--- src/rtl/nor_erase_pkg.sv ---
package nor_erase_pkg;

  typedef enum logic [1:0] {
    ERS_SECTOR = 2'd0,
    ERS_BLOCK  = 2'd1,
    ERS_CHIP   = 2'd2,
    ERS_RSVD   = 2'd3
  } ers_mode_e;

  typedef enum logic {
    ALG_STD = 1'b0,
    ALG_EXT = 1'b1
  } ers_alg_e;

  typedef enum logic [1:0] {
    ST_IDLE = 2'd0,
    ST_WR   = 2'd1,
    ST_POLL = 2'd2,
    ST_CONF = 2'd3
  } ers_state_e;

  localparam logic [7:0] CB_KEY1   = 8'hAA;
  localparam logic [7:0] CB_KEY2   = 8'h55;
  localparam logic [7:0] CB_ARM    = 8'h80;
  localparam logic [7:0] CB_CHIP   = 8'h10;
  localparam logic [7:0] CB_SECTOR = 8'h30;
  localparam logic [7:0] CB_BLOCK  = 8'h50;

  function automatic logic [7:0] final_code(ers_mode_e m);
    case (m)
      ERS_CHIP:  final_code = CB_CHIP;
      ERS_BLOCK: final_code = CB_BLOCK;
      default:   final_code = CB_SECTOR;
    endcase
  endfunction

endpackage

--- src/rtl/nor_rst_sync.sv ---
module nor_rst_sync #(
  parameter int STAGES = 2
) (
  input  logic clk,
  input  logic rst_n,
  output logic arst_n
);
  logic [STAGES-1:0] sync_q;

  always_ff @(posedge clk or negedge rst_n) begin
    if (!rst_n) sync_q <= '0;
    else        sync_q <= {sync_q[STAGES-2:0], 1'b1};
  end

  assign arst_n = sync_q[STAGES-1];
endmodule

--- src/rtl/nor_mode_resolve.sv ---
module nor_mode_resolve
  import nor_erase_pkg::*;
(
  input  ers_mode_e req_mode,
  input  ers_alg_e  alg,
  output ers_mode_e eff_mode
);
  always_comb begin
    case (req_mode)
      ERS_CHIP:  eff_mode = ERS_CHIP;
      ERS_BLOCK: eff_mode = (alg == ALG_EXT) ? ERS_BLOCK : ERS_SECTOR;
      default:   eff_mode = ERS_SECTOR;
    endcase
  end
endmodule

--- src/rtl/nor_cmd_table.sv ---
module nor_cmd_table
  import nor_erase_pkg::*;
#(
  parameter int                ADDR_W   = 24,
  parameter int                DATA_W   = 16,
  parameter int                IDX_W    = 3,
  parameter logic [ADDR_W-1:0] UNLOCK_A = 'h555,
  parameter logic [ADDR_W-1:0] UNLOCK_B = 'h2AA
) (
  input  logic [IDX_W-1:0]  idx,
  input  ers_mode_e         mode,
  input  logic [ADDR_W-1:0] target,
  output logic [ADDR_W-1:0] addr,
  output logic [DATA_W-1:0] data
);
  logic [7:0] code;

  always_comb begin
    case (idx)
      IDX_W'(0): begin addr = UNLOCK_A; code = CB_KEY1; end
      IDX_W'(1): begin addr = UNLOCK_B; code = CB_KEY2; end
      IDX_W'(2): begin addr = UNLOCK_A; code = CB_ARM;  end
      IDX_W'(3): begin addr = UNLOCK_A; code = CB_KEY1; end
      IDX_W'(4): begin addr = UNLOCK_B; code = CB_KEY2; end
      default: begin
        addr = (mode == ERS_CHIP) ? UNLOCK_A : target;
        code = final_code(mode);
      end
    endcase
  end

  generate
    if (DATA_W > 8) begin : g_wide
      assign data = {{(DATA_W-8){1'b0}}, code};
    end else begin : g_narrow
      assign data = code[DATA_W-1:0];
    end
  endgenerate
endmodule

--- src/rtl/nor_toggle_eval.sv ---
module nor_toggle_eval
  import nor_erase_pkg::*;
#(
  parameter int DATA_W     = 16,
  parameter int TOGGLE_BIT = 6,
  parameter int TMO_BIT    = 5
) (
  input  logic [DATA_W-1:0] prev_stat,
  input  logic [DATA_W-1:0] cur_stat,
  input  ers_alg_e          alg,
  output logic              toggling,
  output logic              limit_hit
);
  assign toggling  = prev_stat[TOGGLE_BIT] ^ cur_stat[TOGGLE_BIT];
  assign limit_hit = (alg == ALG_STD) && cur_stat[TMO_BIT];
endmodule

--- src/rtl/nor_erase_seq.sv ---
module nor_erase_seq
  import nor_erase_pkg::*;
#(
  parameter int                ADDR_W     = 24,
  parameter int                DATA_W     = 16,
  parameter int                TOGGLE_BIT = 6,
  parameter int                TMO_BIT    = 5,
  parameter logic [ADDR_W-1:0] UNLOCK_A   = 'h555,
  parameter logic [ADDR_W-1:0] UNLOCK_B   = 'h2AA
) (
  input  logic              clk,
  input  logic              rst_n,
  input  logic              start_i,
  input  logic [1:0]        mode_i,
  input  logic              algo_i,
  input  logic [ADDR_W-1:0] base_i,
  output logic [ADDR_W-1:0] bus_addr_o,
  output logic [DATA_W-1:0] bus_wdata_o,
  output logic              bus_we_o,
  output logic              bus_re_o,
  input  logic [DATA_W-1:0] bus_rdata_i,
  input  logic              bus_ack_i,
  output logic              busy_o,
  output logic              done_o,
  output logic              err_o
);
  localparam int              CMD_CYCLES = 6;
  localparam int              IDX_W      = $clog2(CMD_CYCLES);
  localparam logic [IDX_W-1:0] LAST_IDX  = IDX_W'(CMD_CYCLES - 1);

  logic arst_n;

  ers_state_e        state_q, state_d;
  logic [IDX_W-1:0]  idx_q, idx_d;
  logic              idx_en;
  ers_mode_e         mode_q, mode_eff;
  ers_alg_e          alg_q;
  logic [ADDR_W-1:0] base_q;
  logic              ctx_en;
  logic [DATA_W-1:0] prev_q;
  logic              prev_en;
  logic              have_q, have_d, have_en;
  logic              done_q, done_d, err_q, err_d, flag_en;

  logic [ADDR_W-1:0] cmd_addr;
  logic [DATA_W-1:0] cmd_data;
  logic              toggling, limit_hit;

  nor_rst_sync #(.STAGES(2)) u_rst (
    .clk    (clk),
    .rst_n  (rst_n),
    .arst_n (arst_n)
  );

  nor_mode_resolve u_resolve (
    .req_mode (ers_mode_e'(mode_i)),
    .alg      (ers_alg_e'(algo_i)),
    .eff_mode (mode_eff)
  );

  nor_cmd_table #(
    .ADDR_W   (ADDR_W),
    .DATA_W   (DATA_W),
    .IDX_W    (IDX_W),
    .UNLOCK_A (UNLOCK_A),
    .UNLOCK_B (UNLOCK_B)
  ) u_table (
    .idx    (idx_q),
    .mode   (mode_q),
    .target (base_q),
    .addr   (cmd_addr),
    .data   (cmd_data)
  );

  nor_toggle_eval #(
    .DATA_W     (DATA_W),
    .TOGGLE_BIT (TOGGLE_BIT),
    .TMO_BIT    (TMO_BIT)
  ) u_eval (
    .prev_stat (prev_q),
    .cur_stat  (bus_rdata_i),
    .alg       (alg_q),
    .toggling  (toggling),
    .limit_hit (limit_hit)
  );

  // Next-state logic
  always_comb begin
    state_d = state_q;
    idx_d   = idx_q;
    idx_en  = 1'b0;
    ctx_en  = 1'b0;
    prev_en = 1'b0;
    have_d  = have_q;
    have_en = 1'b0;
    done_d  = done_q;
    err_d   = err_q;
    flag_en = 1'b0;

    case (state_q)
      ST_IDLE: begin
        if (start_i) begin
          ctx_en  = 1'b1;
          idx_d   = '0;
          idx_en  = 1'b1;
          done_d  = 1'b0;
          err_d   = 1'b0;
          flag_en = 1'b1;
          state_d = ST_WR;
        end
      end
      ST_WR: begin
        if (bus_ack_i) begin
          if (idx_q == LAST_IDX) begin
            have_d  = 1'b0;
            have_en = 1'b1;
            state_d = ST_POLL;
          end else begin
            idx_d  = idx_q + IDX_W'(1);
            idx_en = 1'b1;
          end
        end
      end
      ST_POLL: begin
        if (bus_ack_i) begin
          if (!have_q) begin
            prev_en = 1'b1;
            have_d  = 1'b1;
            have_en = 1'b1;
          end else if (!toggling) begin
            done_d  = 1'b1;
            flag_en = 1'b1;
            state_d = ST_IDLE;
          end else if (limit_hit) begin
            prev_en = 1'b1;
            state_d = ST_CONF;
          end else begin
            prev_en = 1'b1;
          end
        end
      end
      ST_CONF: begin
        if (bus_ack_i) begin
          done_d  = 1'b1;
          err_d   = toggling;
          flag_en = 1'b1;
          state_d = ST_IDLE;
        end
      end
      default: state_d = ST_IDLE;
    endcase
  end

  // Registers
  always_ff @(posedge clk or negedge arst_n) begin
    if (!arst_n) begin
      state_q <= ST_IDLE;
      idx_q   <= '0;
      mode_q  <= ERS_SECTOR;
      alg_q   <= ALG_STD;
      base_q  <= '0;
      prev_q  <= '0;
      have_q  <= 1'b0;
      done_q  <= 1'b0;
      err_q   <= 1'b0;
    end else begin
      state_q <= state_d;
      if (idx_en) idx_q <= idx_d;
      if (ctx_en) begin
        mode_q <= mode_eff;
        alg_q  <= ers_alg_e'(algo_i);
        base_q <= base_i;
      end
      if (prev_en) prev_q <= bus_rdata_i;
      if (have_en) have_q <= have_d;
      if (flag_en) begin
        done_q <= done_d;
        err_q  <= err_d;
      end
    end
  end

  // Outputs
  assign bus_we_o    = (state_q == ST_WR);
  assign bus_re_o    = (state_q == ST_POLL) || (state_q == ST_CONF);
  assign bus_addr_o  = bus_we_o ? cmd_addr : base_q;
  assign bus_wdata_o = bus_we_o ? cmd_data : '0;
  assign busy_o      = (state_q != ST_IDLE);
  assign done_o      = done_q;
  assign err_o       = err_q;

endmodule

--- config.mk ---
export PLATFORM = sky130hd
export DESIGN_NAME = nor_erase_seq
export DESIGN_NICKNAME = d
export VERILOG_FILES = /design/src/rtl/nor_erase_pkg.sv /design/src/rtl/nor_rst_sync.sv /design/src/rtl/nor_mode_resolve.sv /design/src/rtl/nor_cmd_table.sv /design/src/rtl/nor_toggle_eval.sv /design/src/rtl/nor_erase_seq.sv
export SDC_FILE = /design/constraint.sdc
export NUM_CORES = 1
export LEC_CHECK = 0
export BUFFER_PORTS_ARGS = -buffer_cell sky130_fd_sc_hd__buf_2
export CORE_MARGIN = 2
export CORE_UTILIZATION = 48
export CTS_CLUSTER_SIZE = 16
export DETAILED_ROUTE_END_ITERATION = 6
export MAX_ROUTING_LAYER = met4
export PLACE_DENSITY = 0.9
export SETUP_SLACK_MARGIN = 0.5
export SYNTH_ARGS = -nofsm -noshare
export SYNTH_HDL_FRONTEND = slang
export SYNTH_HIERARCHICAL = 1
export SYNTH_SLANG_ARGS = --single-unit
--- constraint.sdc ---
create_clock -name clk -period 1.5 [get_ports clk]
set_input_delay 0 -clock clk [delete_from_list [all_inputs] [get_ports clk]]
set_output_delay 0 -clock clk [all_outputs]
set_load 0.02 [all_outputs]
==> run summary <==
GP Congestion: 0.819
fin crit share: 1.21
Chip Height: 77.4 um
Final Hold Vio Count: 0
Worst Setup SP: state_q[1]
Worst Hold Class: input pin to async pin
layout cells sized above 1: 0.634
wire per inst: 24.1 um
post-route cell area: 4690 um2
PwrDens: 2690 nW/um2
initial antenna violation count: 0
Die Footprint: 5990 um2
DRC viols: 0
Starting Density: 0.503
vias in the first global route: 2658
Peak VDD IR: 1590 uV
CP required: 1.71 ns
clock slew at reported path FFs: 0.09 ns
Critical Path AT: 2.03 ns
first-pass iteration count of the detailed router: 5
post-route ant nets: 0
Setup CP Type: flip-flop to flip-flop
Crit Reg-Reg Startpoint: state_q[1]
Die W: 77.4 um
fin. max-slew vios: 0
Root Driver: clkbuf_8
placed cell area: 3280 um2
I/O pin total: 92
MaxCap Viol Count: 0
layout overhead on the synthesized area: 81.2%
status: finished, violations left
Post-Route Skew: 0.0137 ns
pre-CTS setup slack: -0.0719 ns
Tot GR Track Use: 0.312
global-route wire length before repair: 13900 um
violated checks: setup timing
CTS tree: yes
Util after Layout: 0.912
Final Power: 12600 uW
grt ovf: 0
Vias: 2707
Avg Synthesized Cell Area: 10.1 um2
count of final setup violators: 68
min Tclk post-route: 1.82 ns
n_diodes: 0
Post-Syn Area: 2590 um2
1st-iter DRT viols: 199
Pleak: 0.00230 uW
CP Launch Type: flip-flop
Post-Syn Instances: 257
Rows: 26
final wirelength: 11400 um
RSZ-0062 raised after global routing: true
clock buffer depth: 2
Synthesis Warnings: 6
pin count of the biggest net entering global routing: 22
core area: 5140 um2
PortBufs: 69
Max FO, Critical Path: 5
hpwl dp: 4260 um
CTS sink cnt: 38
net count reported at finish: 461
CP Capture Type: flip-flop
H-tree levels: 2
drt via density: 5.71
Fmax: 550 MHz
clk_lat worst skew: 0.30 ns
Worst Setup Slack, final: -0.318 ns
CTS buffer count: 5
==> cells in the final DEF (no fill, tap or decap), types with 2 or more instances in the layout <==
master,count
o21ai_2,9
dlygate4sd3_1,27
buf_6,56
ha_4,8
mux2_4,52
buf_4,28
nor2b_1,5
nor2_1,2
nand2_2,2
o21ai_1,6
inv_6,2
or2_4,2
buf_12,8
nor2b_4,3
nand2b_1,3
inv_2,5
nor2_4,2
ha_1,3
a21oi_2,2
conb_1,9
inv_1,4
a21oi_4,2
buf_8,3
a21o_1,2
buf_2,34
dfrtp_2,5
and2_4,10
buf_16,2
nand2_1,15
nand2b_4,2
nand4b_1,2
and2_1,19
dfrtp_1,33
a21oi_1,6
clkbuf_8,6
==> sequential cells by signal (all words and copies together), names as in the netlist <==
signal        flops
state_q           2
done_o            1
idx_q             3
have_q            1
alg_q             1
u_rst/sync_q      2
mode_q            2
err_o             1
base_q           24
prev_q            1
==> cell type report <==
class                           count  area, um2
Tap cell                           70       87.6
Sequential cell                    38        957
Multi-Input combinational cell    188       1950
Timing Repair Buffer              158       1540
Inverter                           12       57.6
Fill cell                         189        452
Clock inverter                      2       12.5
Clock buffer                        6       82.6
==> power by group <==
part | internal, uW | switching (uW)
sequential | 1520 | 554
combinational | 5320 | 4430
clock | 371 | 428
==> metrics by stage <==
step                      std cells   TNS, ns  hold WS [ns]
after CTS                       463     -4.59        0.0187
after global routing            474    -15.21         0.115
after floorplan                 264         0        -0.296
after global placement          396  -0.00186        -0.215
after detailed placement        396    -0.630        -0.205
final                           474    -12.90         0.121
==> layer usage <==
metal | part of all wire | global-route usage | vias up
met1 | 0.34 | 0.317 | 1296
met4 | 0.065 | 0.127 | 0
li1 | - | - | 1142
met2 | 0.53 | 0.591 | 193
met5 | 0 | - | -
met3 | 0.062 | 0.0523 | 76
==> worst max-delay path, stage by stage, from the launching register on <==
cell and delay [ns]:
dfrtp_1 0.41, inv_2 0.08, buf_6 0.12, buf_6 0.11
ha_4 0.18, nor2b_4 0.16, a311oi_2 0.31, a31oi_1 0.17
a21oi_1 0.18
==> worst paths after layout <==
check                      cells after the start  slack (ns)         endpoint
max                                            8       -0.32           done_o
min                                            2        0.12  u_rst/sync_q[1]
max reg2reg                                    8       -0.32           done_o
min reg2reg                                    0        0.23       base_q[19]
max in group asynchronous                      1        0.72        base_q[4]
min in group clk                               3        0.13           have_q
==> repair_timing <==
action | CTS | global route
hold buffers | 27 | 0
hold endpoints to repair | 28 | 0
setup buffers | 30 | 11
setup endpoints to repair | 71 | 71
gates resized for setup | 122 | 57
pin swaps | 24 | 23
cloned | 2 | 0
Power figures use the tool's default switching activity.
